**src/rtl/rca_pkg.sv**
```systemverilog
package rca_pkg;

  typedef enum logic [2:0] {
    RC_NONE       = 3'd0,
    RC_WARM_QUIET = 3'd1,
    RC_WARM       = 3'd2,
    RC_COLD       = 3'd3,
    RC_GLOBAL     = 3'd4,
    RC_OFF        = 3'd5
  } rcls_e;

  // control byte bit positions (decoded by the classifier)
  localparam int CTL_SYS_BIT  = 1;
  localparam int CTL_GO_BIT   = 2;
  localparam int CTL_FULL_BIT = 3;

  function automatic rcls_e rcls_max(rcls_e a, rcls_e b);
    return (a > b) ? a : b;
  endfunction

endpackage

```
**src/rtl/rca_debounce.sv**
```systemverilog
module rca_debounce #(
  parameter int STABLE_CYCLES = 4
) (
  input  logic clk,
  input  logic rst_n,
  input  logic raw_n,
  output logic press
);
  localparam int CW = (STABLE_CYCLES > 1) ? $clog2(STABLE_CYCLES) : 1;

  logic [1:0]    sync_q;
  logic          db_q, db_d;
  logic [CW-1:0] cnt_q, cnt_d;
  logic          commit;

  always_comb begin
    cnt_d  = cnt_q;
    db_d   = db_q;
    commit = 1'b0;
    if (sync_q[1] == db_q) begin
      cnt_d = '0;
    end else if (cnt_q == CW'(STABLE_CYCLES - 1)) begin
      commit = 1'b1;
      db_d   = sync_q[1];
      cnt_d  = '0;
    end else begin
      cnt_d = cnt_q + 1'b1;
    end
  end

  assign press = commit & ~sync_q[1];

  always_ff @(posedge clk or negedge rst_n) begin
    if (!rst_n) begin
      sync_q <= 2'b11;
      db_q   <= 1'b1;
      cnt_q  <= '0;
    end else begin
      sync_q <= {sync_q[0], raw_n};
      db_q   <= db_d;
      cnt_q  <= cnt_d;
    end
  end

  // the filtered level only ever moves to the synchronised input value
  p_db_follow_r4: assert property (@(posedge clk) disable iff (!rst_n)
    (db_q != $past(db_q)) |-> (db_q == $past(sync_q[1])));

endmodule

```
**src/rtl/rca_timer.sv**
```systemverilog
module rca_timer #(
  parameter int LIMIT = 8
) (
  input  logic clk,
  input  logic rst_n,
  input  logic act,
  output logic fire
);
  localparam int CW = $clog2(LIMIT + 1);

  logic [CW-1:0] cnt_q, cnt_d;

  always_comb begin
    cnt_d = cnt_q;
    fire  = 1'b0;
    if (!act) begin
      cnt_d = '0;
    end else if (cnt_q != CW'(LIMIT)) begin
      cnt_d = cnt_q + 1'b1;
      fire  = (cnt_q == CW'(LIMIT - 1));
    end
  end

  always_ff @(posedge clk or negedge rst_n) begin
    if (!rst_n) cnt_q <= '0;
    else        cnt_q <= cnt_d;
  end

  // one firing per continuous episode
  p_fire_once_r9: assert property (@(posedge clk) disable iff (!rst_n)
    fire |=> !fire);

endmodule

```
**src/rtl/rca_classify.sv**
```systemverilog
module rca_classify
  import rca_pkg::*;
(
  input  logic  wr_go,
  input  logic  wr_sys,
  input  logic  wr_full,
  input  logic  pol_sys,
  input  logic  pol_full,
  input  logic  glb_en,
  input  logic  btn_press,
  input  logic  shutdown,
  input  logic  pwr_fail,
  input  logic  therm_hit,
  input  logic  pbtn_fire,
  input  logic  host_tmo,
  input  logic  sleep_tmo,
  output rcls_e win
);
  localparam int NSRC = 8;

  rcls_e cand [NSRC];
  rcls_e pol_cls;

  always_comb begin
    pol_cls = pol_full ? RC_COLD : (pol_sys ? RC_WARM : RC_WARM_QUIET);

    cand[0] = RC_NONE;
    if (wr_go) begin
      if (glb_en && wr_sys) cand[0] = RC_GLOBAL;
      else if (wr_full)     cand[0] = RC_COLD;
      else if (wr_sys)      cand[0] = RC_WARM;
      else                  cand[0] = RC_WARM_QUIET;
    end
    cand[1] = btn_press ? pol_cls : RC_NONE;
    cand[2] = shutdown  ? (glb_en ? RC_GLOBAL : pol_cls) : RC_NONE;
    cand[3] = pwr_fail  ? RC_GLOBAL : RC_NONE;
    cand[4] = therm_hit ? RC_OFF    : RC_NONE;
    cand[5] = pbtn_fire ? RC_OFF    : RC_NONE;
    cand[6] = host_tmo  ? RC_GLOBAL : RC_NONE;
    cand[7] = sleep_tmo ? RC_OFF    : RC_NONE;
  end

  // highest code wins
  always_comb begin
    win = RC_NONE;
    for (int i = 0; i < NSRC; i++) win = rcls_max(win, cand[i]);
  end

endmodule

```
**src/rtl/reset_cause_arbiter.sv**
```systemverilog
module reset_cause_arbiter
  import rca_pkg::*;
#(
  parameter int DB_CYCLES        = 50000,
  parameter int PBTN_HOLD_CYCLES = 200000000,
  parameter int HOST_TMO_CYCLES  = 1000000,
  parameter int SLEEP_TMO_CYCLES = 1000000
) (
  input  logic       clk,
  input  logic       rst_n,
  input  logic       ctl_wr_en,
  input  logic [7:0] ctl_wr_data,
  input  logic       glb_rst_en,
  input  logic       rst_btn_n,
  input  logic       pwr_btn_n,
  input  logic       core_pwrok,
  input  logic       in_working,
  input  logic       therm_trip,
  input  logic       cpu_shutdown,
  input  logic       host_entry_busy,
  input  logic       sleep_entry_busy,
  output logic       rst_valid,
  output logic [2:0] rst_class,
  output logic       plt_rst,
  output logic       pwr_cycle_req,
  output logic       go_off_req
);

  logic  pol_sys_q, pol_full_q, pol_sys_d, pol_full_d;
  logic  pwrok_q, therm_q;
  logic  btn_press, pbtn_fire, host_tmo, sleep_tmo;
  logic  pwr_fail, therm_hit;
  rcls_e win, cls_q;
  logic  valid_q, plt_q, pwr_q, off_q;
  logic  valid_d, plt_d, pwr_d, off_d;
  logic  ctl_unused;

  assign ctl_unused = ^{ctl_wr_data[7:4], ctl_wr_data[0]};

  rca_debounce #(.STABLE_CYCLES(DB_CYCLES)) u_btn_db (
    .clk(clk), .rst_n(rst_n), .raw_n(rst_btn_n), .press(btn_press));

  rca_timer #(.LIMIT(PBTN_HOLD_CYCLES)) u_pbtn_tmr (
    .clk(clk), .rst_n(rst_n), .act(~pwr_btn_n), .fire(pbtn_fire));

  rca_timer #(.LIMIT(HOST_TMO_CYCLES)) u_host_tmr (
    .clk(clk), .rst_n(rst_n), .act(host_entry_busy), .fire(host_tmo));

  rca_timer #(.LIMIT(SLEEP_TMO_CYCLES)) u_sleep_tmr (
    .clk(clk), .rst_n(rst_n), .act(sleep_entry_busy), .fire(sleep_tmo));

  assign pwr_fail  = in_working & pwrok_q & ~core_pwrok;
  assign therm_hit = therm_trip & ~therm_q;

  rca_classify u_cls (
    .wr_go    (ctl_wr_en & ctl_wr_data[CTL_GO_BIT]),
    .wr_sys   (ctl_wr_data[CTL_SYS_BIT]),
    .wr_full  (ctl_wr_data[CTL_FULL_BIT]),
    .pol_sys  (pol_sys_q),
    .pol_full (pol_full_q),
    .glb_en   (glb_rst_en),
    .btn_press(btn_press),
    .shutdown (cpu_shutdown),
    .pwr_fail (pwr_fail),
    .therm_hit(therm_hit),
    .pbtn_fire(pbtn_fire),
    .host_tmo (host_tmo),
    .sleep_tmo(sleep_tmo),
    .win      (win)
  );

  always_comb begin
    pol_sys_d  = pol_sys_q;
    pol_full_d = pol_full_q;
    if (ctl_wr_en) begin
      pol_sys_d  = ctl_wr_data[CTL_SYS_BIT];
      pol_full_d = ctl_wr_data[CTL_FULL_BIT];
    end
    valid_d = (win != RC_NONE);
    plt_d   = (win >= RC_WARM);
    pwr_d   = (win == RC_COLD) || (win == RC_GLOBAL);
    off_d   = (win == RC_OFF);
  end

  always_ff @(posedge clk or negedge rst_n) begin
    if (!rst_n) begin
      pol_sys_q  <= 1'b0;
      pol_full_q <= 1'b0;
      pwrok_q    <= 1'b1;
      therm_q    <= 1'b0;
      cls_q      <= RC_NONE;
      valid_q    <= 1'b0;
      plt_q      <= 1'b0;
      pwr_q      <= 1'b0;
      off_q      <= 1'b0;
    end else begin
      pol_sys_q  <= pol_sys_d;
      pol_full_q <= pol_full_d;
      pwrok_q    <= core_pwrok;
      therm_q    <= therm_trip;
      cls_q      <= win;
      valid_q    <= valid_d;
      plt_q      <= plt_d;
      pwr_q      <= pwr_d;
      off_q      <= off_d;
    end
  end

  assign rst_valid     = valid_q;
  assign rst_class     = cls_q;
  assign plt_rst       = plt_q;
  assign pwr_cycle_req = pwr_q;
  assign go_off_req    = off_q;

  p_wr_go_r1: assert property (@(posedge clk) disable iff (!rst_n)
    (ctl_wr_en && ctl_wr_data[CTL_GO_BIT]) |=> rst_valid);

  p_glb_write_r2: assert property (@(posedge clk) disable iff (!rst_n)
    (ctl_wr_en && ctl_wr_data[CTL_GO_BIT] && ctl_wr_data[CTL_SYS_BIT] && glb_rst_en)
      |=> (rst_class >= 3'd4));

  p_pwrfail_r5: assert property (@(posedge clk) disable iff (!rst_n)
    (in_working && pwrok_q && !core_pwrok) |=> (rst_class >= 3'd4));

  p_therm_off_r6: assert property (@(posedge clk) disable iff (!rst_n)
    (therm_trip && !therm_q) |=> go_off_req);

  p_shutdown_glb_r8: assert property (@(posedge clk) disable iff (!rst_n)
    (cpu_shutdown && glb_rst_en) |=> (rst_class >= 3'd4));

  p_off_shape_r11: assert property (@(posedge clk) disable iff (!rst_n)
    go_off_req |-> (plt_rst && !pwr_cycle_req && rst_valid));

  p_pwr_shape_r11: assert property (@(posedge clk) disable iff (!rst_n)
    pwr_cycle_req |-> (plt_rst && rst_valid));

endmodule

```
**config.mk**
```make
export PLATFORM = sky130hd
export DESIGN_NAME = reset_cause_arbiter
export DESIGN_NICKNAME = d
export VERILOG_FILES = /design/src/rtl/rca_pkg.sv /design/src/rtl/rca_debounce.sv /design/src/rtl/rca_timer.sv /design/src/rtl/rca_classify.sv /design/src/rtl/reset_cause_arbiter.sv
export SDC_FILE = /design/constraint.sdc
export NUM_CORES = 1
export LEC_CHECK = 0
export BUFFER_PORTS_ARGS = -buffer_cell sky130_fd_sc_hd__buf_2
export CAP_MARGIN = 20
export CORE_MARGIN = 2
export CORE_UTILIZATION = 45
export CTS_CLUSTER_SIZE = 14
export DETAILED_ROUTE_END_ITERATION = 8
export HOLD_SLACK_MARGIN = 0.15
export PLACE_DENSITY = 0.71
export REMOVE_ABC_BUFFERS = 1
export SYNTH_ARGS = -nofsm -noshare
export SYNTH_HDL_FRONTEND = slang
export SYNTH_HIERARCHICAL = 1
export SYNTH_SLANG_ARGS = --single-unit
```
**constraint.sdc**
```tcl
create_clock -name clk -period 11.26 [get_ports clk]
set_clock_uncertainty 0.2 [all_clocks]
set_input_delay 1.689 -clock clk [delete_from_list [all_inputs] [get_ports clk]]
set_output_delay 1.689 -clock clk [all_outputs]
set_load 0.02 [all_outputs]
```
== Word-level counts from Yosys, hierarchy flattened ==
Index checks and enable logic that the tools add are counted.

* Bits in registers: 98
* Output and inout port bits: 7
* Word-level logic and storage cells: 93

* Add/subtract/negate cells: 4
* Magnitude comparators: 9
* Equality and inequality tests: 13
* Multiplexer cells: 38
* Bitwise logic cells: 9
* Reduce and logical (&&, ||, !) cells: 5

{| class="wikitable"
|+ Operators with widths
! kind !! count
|-
| 20-bit 2-to-1 mux || 4
|-
| 3-bit 2-to-1 mux || 20
|-
| 28-bit 2-to-1 mux || 2
|-
| 20-bit by 1-bit adder with 20-bit output, second input constant || 2
|-
| 20-bit equality test, second input constant || 2
|-
| 20-bit != test, second input constant || 2
|-
| 16-bit 2-to-1 mux || 2
|-
| 28-bit by 1-bit adder with 28-bit output, second input constant || 1
|-
| 28-bit equality test, second input constant || 1
|-
| 28-bit != test, second input constant || 1
|-
| 3-bit > comparator || 7
|-
| 16-bit by 1-bit adder with 16-bit output, second input constant || 1
|-
| 16-bit equality test, second input constant || 1
|-
| 1-bit 2-to-1 mux || 8
|-
| 3-bit equality test, second input constant || 2
|-
| 1-bit AND || 5
|-
| 2-bit 2-to-1 mux || 2
|-
| 2-bit by 1-bit != test with 1-bit output, second input constant || 2
|-
| 1-bit NOT || 4
|-
| 3-bit by 2-bit equality test with 1-bit output, second input constant || 1
|-
| 3-bit by 2-bit greater-or-equal comparator with 1-bit output, second input constant || 1
|-
| 1-bit by 3-bit > comparator with 1-bit output, first input constant || 1
|-
| 3-bit nonzero test || 1
|-
| 2-bit AND reduction || 1
|-
| other kinds (4) || 4
|}

== Longest topological paths before layout ==
* Word-level depth: 22
* Depth in mapped cells: 40

== Hierarchy ==
Netlist, hierarchy kept.

{| class="wikitable"
|+ Modules (own cells, without submodules)
! module !! times used !! cells an instance !! area each (µm²) !! sequential area each (µm²)
|-
| rca_timer (u_host_tmr ...) || 2 || 115 || 1078.5 || 500.5
|-
| rca_timer (u_pbtn_tmr) || 1 || 170 || 1594.0 || 700.7
|-
| rca_debounce || 1 || 92 || 1038.5 || 479.2
|-
| rca_classify || 1 || 98 || 698.2 || 0.0
|-
| reset_cause_arbiter || 1 || 25 || 359.1 || 276.5
|}

== Worst setup path after synthesis ==
OpenSTA, ideal clock, no wires.

* Path kind: input to register
* Start point: in ctl_wr_en
* End point: reg pwr_q, in the netlist pwr_cycle_req
* Setup time: 148 ps
* Data arrival time: 8121 ps
* Required time: 10912 ps
* Slack: 2791 ps
* Stages on the path: 33
* Buffers on the path: 0
* Path through: and2_1 -> a21boi_2 -> ha_1 -> nor2b_1 -> o21ai_4 -> mux2_4 -> ha_1 -> and3b_1 -> or2_2 -> a21oi_1 -> inv_1 -> ha_1 -> or2b_1 -> and3_1 -> a21oi_1 -> ha_1 -> o32ai_1 -> a2111o_1 -> o21ai_0 -> ha_1 -> a21oi_1 -> mux2i_1 -> ha_1 -> nor2b_1 -> or3_1 -> ha_1 -> nor3b_1 -> nor2_1 -> o21ai_0 -> nand2b_1 -> o32ai_1 -> nand2b_1 -> o22ai_1

* Word-level cells in the longest chain between the ends: 20

{| class="wikitable"
|+ Ends and longest elaborated chain
! what !! RTL line !! text
|-
| start: declaration || reset_cause_arbiter.sv:11 || <nowiki>input logic ctl_wr_en,</nowiki>
|-
| 1-bit AND * || reset_cause_arbiter.sv:56 || <nowiki>.wr_go (ctl_wr_en & ctl_wr_data[CTL_GO_BIT]),</nowiki>
|-
| 3-bit 2-to-1 mux * || rca_classify.sv:28 || <nowiki>if (wr_go) begin</nowiki>
|-
| 1-bit by 3-bit > comparator with 1-bit output || rca_pkg.sv:18 || <nowiki>return (a > b) ? a : b;</nowiki>
|-
| 3-bit 2-to-1 mux * || rca_pkg.sv:18 ||
|-
| 3-bit > comparator || rca_pkg.sv:18 ||
|-
| 3-bit 2-to-1 mux * || rca_pkg.sv:18 ||
|-
| 3-bit > comparator || rca_pkg.sv:18 ||
|-
| 3-bit 2-to-1 mux * || rca_pkg.sv:18 ||
|-
| [... 6 more ...] || n/a ||
|-
| 3-bit > comparator || rca_pkg.sv:18 ||
|-
| 3-bit 2-to-1 mux * || rca_pkg.sv:18 ||
|-
| 3-bit > comparator || rca_pkg.sv:18 ||
|-
| 3-bit 2-to-1 mux * || rca_pkg.sv:18 ||
|-
| via win[0] || reset_cause_arbiter.sv:33 || <nowiki>rcls_e win, cls_q;</nowiki>
|-
| 3-bit by 2-bit equality test with 1-bit output or 3-bit equality test (tied branches) || reset_cause_arbiter.sv:81 || <nowiki>pwr_d = (win == RC_COLD) || (win == RC_GLOBAL);</nowiki>
|-
| 1-bit logical OR * || reset_cause_arbiter.sv:81 ||
|-
| via pwr_d || reset_cause_arbiter.sv:35 || <nowiki>logic valid_d, plt_d, pwr_d, off_d;</nowiki>
|-
| end signal: assignment || reset_cause_arbiter.sv:104 || <nowiki>pwr_q <= pwr_d;</nowiki>
|-
| end: declaration || reset_cause_arbiter.sv:34 || <nowiki>logic valid_q, plt_q, pwr_q, off_q;</nowiki>
|}

Mark *: on every way through the listed nets, which the timed path passes. The rest lies on a longest branch.
A chain may end at the register's enable or synchronous reset.

== Worst setup path in the final report ==
* Start point: reg u_btn_db.cnt_q[0]
* End point: reg pwr_q, in the netlist pwr_cycle_req

* Word-level cells in the longest chain between the ends: 21

{| class="wikitable"
|+ Ends and longest elaborated chain
! what !! RTL line !! text
|-
| start: declaration || rca_debounce.sv:13 || <nowiki>logic [CW-1:0] cnt_q, cnt_d;</nowiki>
|-
| start signal: assignment || rca_debounce.sv:41 || <nowiki>cnt_q <= cnt_d;</nowiki>
|-
| 16-bit equality test * || rca_debounce.sv:22 || <nowiki>end else if (cnt_q == CW'(STABLE_CYCLES - 1)) begin</nowiki>
|-
| 1-bit 2-to-1 mux * || rca_debounce.sv:22 ||
|-
| 1-bit 2-to-1 mux * || rca_debounce.sv:20 || <nowiki>if (sync_q[1] == db_q) begin</nowiki>
|-
| 1-bit AND * || rca_debounce.sv:31 || <nowiki>assign press = commit & ~sync_q[1];</nowiki>
|-
| via btn_press || reset_cause_arbiter.sv:31 || <nowiki>logic btn_press, pbtn_fire, host_tmo, sleep_tmo;</nowiki>
|-
| 3-bit 2-to-1 mux * || rca_classify.sv:34 || <nowiki>cand[1] = btn_press ? pol_cls : RC_NONE;</nowiki>
|-
| 3-bit > comparator || rca_pkg.sv:18 ||
|-
| 3-bit 2-to-1 mux * || rca_pkg.sv:18 ||
|-
| [... 8 more ...] || n/a ||
|-
| 3-bit > comparator || rca_pkg.sv:18 ||
|-
| 3-bit 2-to-1 mux * || rca_pkg.sv:18 ||
|-
| 3-bit > comparator || rca_pkg.sv:18 ||
|-
| 3-bit 2-to-1 mux * || rca_pkg.sv:18 ||
|-
| via win[0] || reset_cause_arbiter.sv:33 ||
|-
| 3-bit by 2-bit equality test with 1-bit output or 3-bit equality test (tied branches) || reset_cause_arbiter.sv:81 ||
|-
| 1-bit logical OR * || reset_cause_arbiter.sv:81 ||
|-
| via pwr_d || reset_cause_arbiter.sv:35 ||
|}

Marked as above.

==> results.txt <==
Status: completed
Worst hold path class: reg -> reg
Gr usage total: 17.2%
Worst Setup End Kind: register
Met3 usage: 4.31%
CP Max Fanout: 7
Post_cts resized: 0
YS warnings: 6
Tmin final: 9.09 ns
Fmax: 110 MHz
Most frequent cells in the layout: dfrtp_1 (94), nor2_1 (54), nand2_1 (41)
Total congestion overflow: 0
RSZ-0062 raised after global routing: false
First DRT Iteration DRCs: 390
CP arrival: 9.09 ns
Fin nets: 676
Port Buffers: 21
Gpl congestion: 0.811
Final Max Slew Viols: 0
Largest buffer count on any clock path: 2
Worst hold path endpoint: u_btn_db/sync_q[1]
Slowest stage delay, CP: 0.55 ns
Worst slew margin: 45.3%
Clock Tree Root: clkbuf_16
Worst reg2reg path startpoint: u_btn_db/cnt_q[0]
Avg Vias per Cell: 5.63
Clock Pin Slew Worst Setup and Hold Paths: 0.07 ns
RR Endpoint: pwr_cycle_req
Design Area, Final: 0.00638 mm²
Die area: 0.0139 mm²
Layout fillers: 1,166
#FFs+latches synth: 98
Die Height: 118 µm
Post-CTS Setup Bufs: 0
Setup TNS: 0 ns
Met2 Usage GRT: 31.0%
Endpoints failing setup: 0
Die width: 118 µm
DRC Markers: 0
Layout area overhead: 9.20%
Clock Latency Late Sink: 0.35 ns
Final Cycle Share: 80.7%
Final ANT Viol Nets: 0
Peak VDD IR: 0.000119 V
Drt first pass iters: 5
CTS tree: yes
Clk sink count: 98
Commonest non-fill, non-tap cell in the layout: dfrtp_1
Static Leakage: 2.61 nW
Site row count: 41
GRT busiest layer: met2
Slew @ Worst Pin: 0.813 ns
Initial antenna violation count: 0
Core area: 0.0127 mm²
Worst R2R Path Depth: 36
Starting Density: 46.1%
Hold Path Origin: u_btn_db/sync_q[0]
Critical path's slowest cell: nor4b_1
Ys async rst share: 100%
Grt met1 use: 20.1%
Via count: 4,566
Core Util, Final: 50.4%
Syn Inst Count: 615
Drt total wl: 11,600 µm
Number of synthesized flops with an enable pin: 0
Hold Path Stages: 0
Post-synth cell types: 69
Hold_buf cts: 0
Hold WS: 0.155 ns
R2R Setup Slk: 2.17 ns
Most used cell, CP: ha_1
Proportion of layout cells with a drive suffix above 1: 12.4%
CTS buffer count: 9
Req. time, crit path: 11.26 ns
PwrDens: 120 mW/mm²
Max cap viols: 0
Vias in the first global route: 4,521
First-pass GRT wire length: 20,100 µm
Setup CP Type: reg -> reg
Sequential area share after synthesis: 42.0%
WL/cell: 14.2 µm
IO Pins: 27
Diode count: 0
Post-DP Area: 0.00609 mm²
Top_reg_cell synth: dfrtp_1
Fin. Hold Viols: 0
Mapped Avg Cell Area: 9.51 µm²
Largest net degree at the start of global routing: 60
CTS H-tree depth: 3
CP Launch Type: register
Hpwl dp: 8080 µm
Mapped Area: 0.00585 mm²
[worst max-delay path, delay by kind of cell (launching register included)]
kind / cells / cell delay, ns
compound gates: 12 / 2.60
fa+ha+maj: 8 / 2.13
buf+inv: 1 / 0.06
flops: 1 / 0.40
mux: 2 / 0.58
simple gates: 13 / 2.99
[flip-flops by register name (all words and copies together) (netlist names)]
| name | cells |
|---|---|
| pol_sys_q | 1 |
| pwrok_q | 1 |
| u_pbtn_tmr/cnt_q | 28 |
| u_btn_db/cnt_q | 16 |
| u_host_tmr/cnt_q | 20 |
| pol_full_q | 1 |
| pwr_cycle_req | 1 |
| therm_q | 1 |
| rst_valid | 1 |
| plt_rst | 1 |
| u_sleep_tmr/cnt_q | 20 |
| rst_class | 3 |
| go_off_req | 1 |
| u_btn_db/db_q | 1 |
| u_btn_db/sync_q | 2 |
[stage by stage]
step | instances | power, mW | setup WS, ns
finish | 811 | 0.767 | 2.17
global route | 811 | 0.804 | 1.38
CTS | 811 | 0.778 | 2.21
detailed placement | 795 | 0.466 | 1.92
global placement | 795 | 0.461 | 2.19
floorplan | 601 | 0.435 | 2.79
[per-layer routing]
metal	share of wire, %	vias up
met5	0	-
met4	0.75	0
met3	3.0	9
met2	52	72
met1	44	2248
li1	-	2237
[synthesized netlist by cell type (4+ instances only)]
cell	instances	area share [%]
ha_1	22	4.7
nand3_1	40	3.4
mux2i_1	15	2.6
xnor2_1	34	5.1
nand4_1	15	1.6
or3_1	11	1.2
nor2b_1	10	1.1
o21ai_1	4	0.34
nor4b_1	4	0.60
nor2_1	54	3.5
or4_1	5	0.64
nor3_1	20	1.7
and4_1	6	0.90
xor2_1	14	2.1
dfrtp_1	94	40
nor2_2	11	1.2
and3_1	6	0.64
nor4_1	20	2.1
nand2_1	41	2.6
and2_1	6	0.64
nand2b_1	20	2.1
o31ai_1	4	0.51
buf_2	4	0.34
inv_1	29	1.9
o21ai_0	19	1.6
dfstp_2	4	1.8
a21oi_1	26	2.2
[worst max path at each step]
stage | from | to | slack, ns | cells past startpoint
detailed placement | ctl_wr_en | pwr_cycle_req | 1.92 | 34
finish | u_btn_db/cnt_q[0] | pwr_cycle_req | 2.17 | 36
global route | u_btn_db/cnt_q[0] | pwr_cycle_req | 1.38 | 36
CTS | u_btn_db/cnt_q[0] | pwr_cycle_req | 2.21 | 36
floorplan | ctl_wr_en | pwr_cycle_req | 2.79 | 33
global placement | ctl_wr_en | pwr_cycle_req | 2.19 | 34
[cells by family after synthesis]
| kind of cell | Yosys count | share of synthesized area [%] |
|---|---|---|
| and+or+nand+nor | 308 | 31.1 |
| DFF | 98 | 42.0 |
| AOI/OAI and AO/OA | 73 | 7.77 |
| xor gates and xnor gates | 48 | 7.19 |
| buffers and inverters | 46 | 3.59 |
| adders and majority gates | 22 | 4.71 |
| muxes | 20 | 3.66 |
[power breakdown]
group	internal, mW	switching, mW	leakage, nW
Sequential	0.363	0.00707	1.33
Combinational	0.0329	0.0570	1.13
Clock	0.178	0.129	0.143
Total	0.574	0.193	2.61
[layout make-up]
cell class / count / area, µm² / area share (%)
clock buffers: 12 / 246 / 3.86
well taps: 172 / 215 / 3.37
inverters: 32 / 120 / 1.88
repair buffers: 22 / 115 / 1.80
clock inverters: 4 / 51.3 / 0.803
flip-flops and latches: 98 / 2460 / 38.5
multi-input cells: 471 / 3180 / 49.8
(Power assumes the default switching activity.)
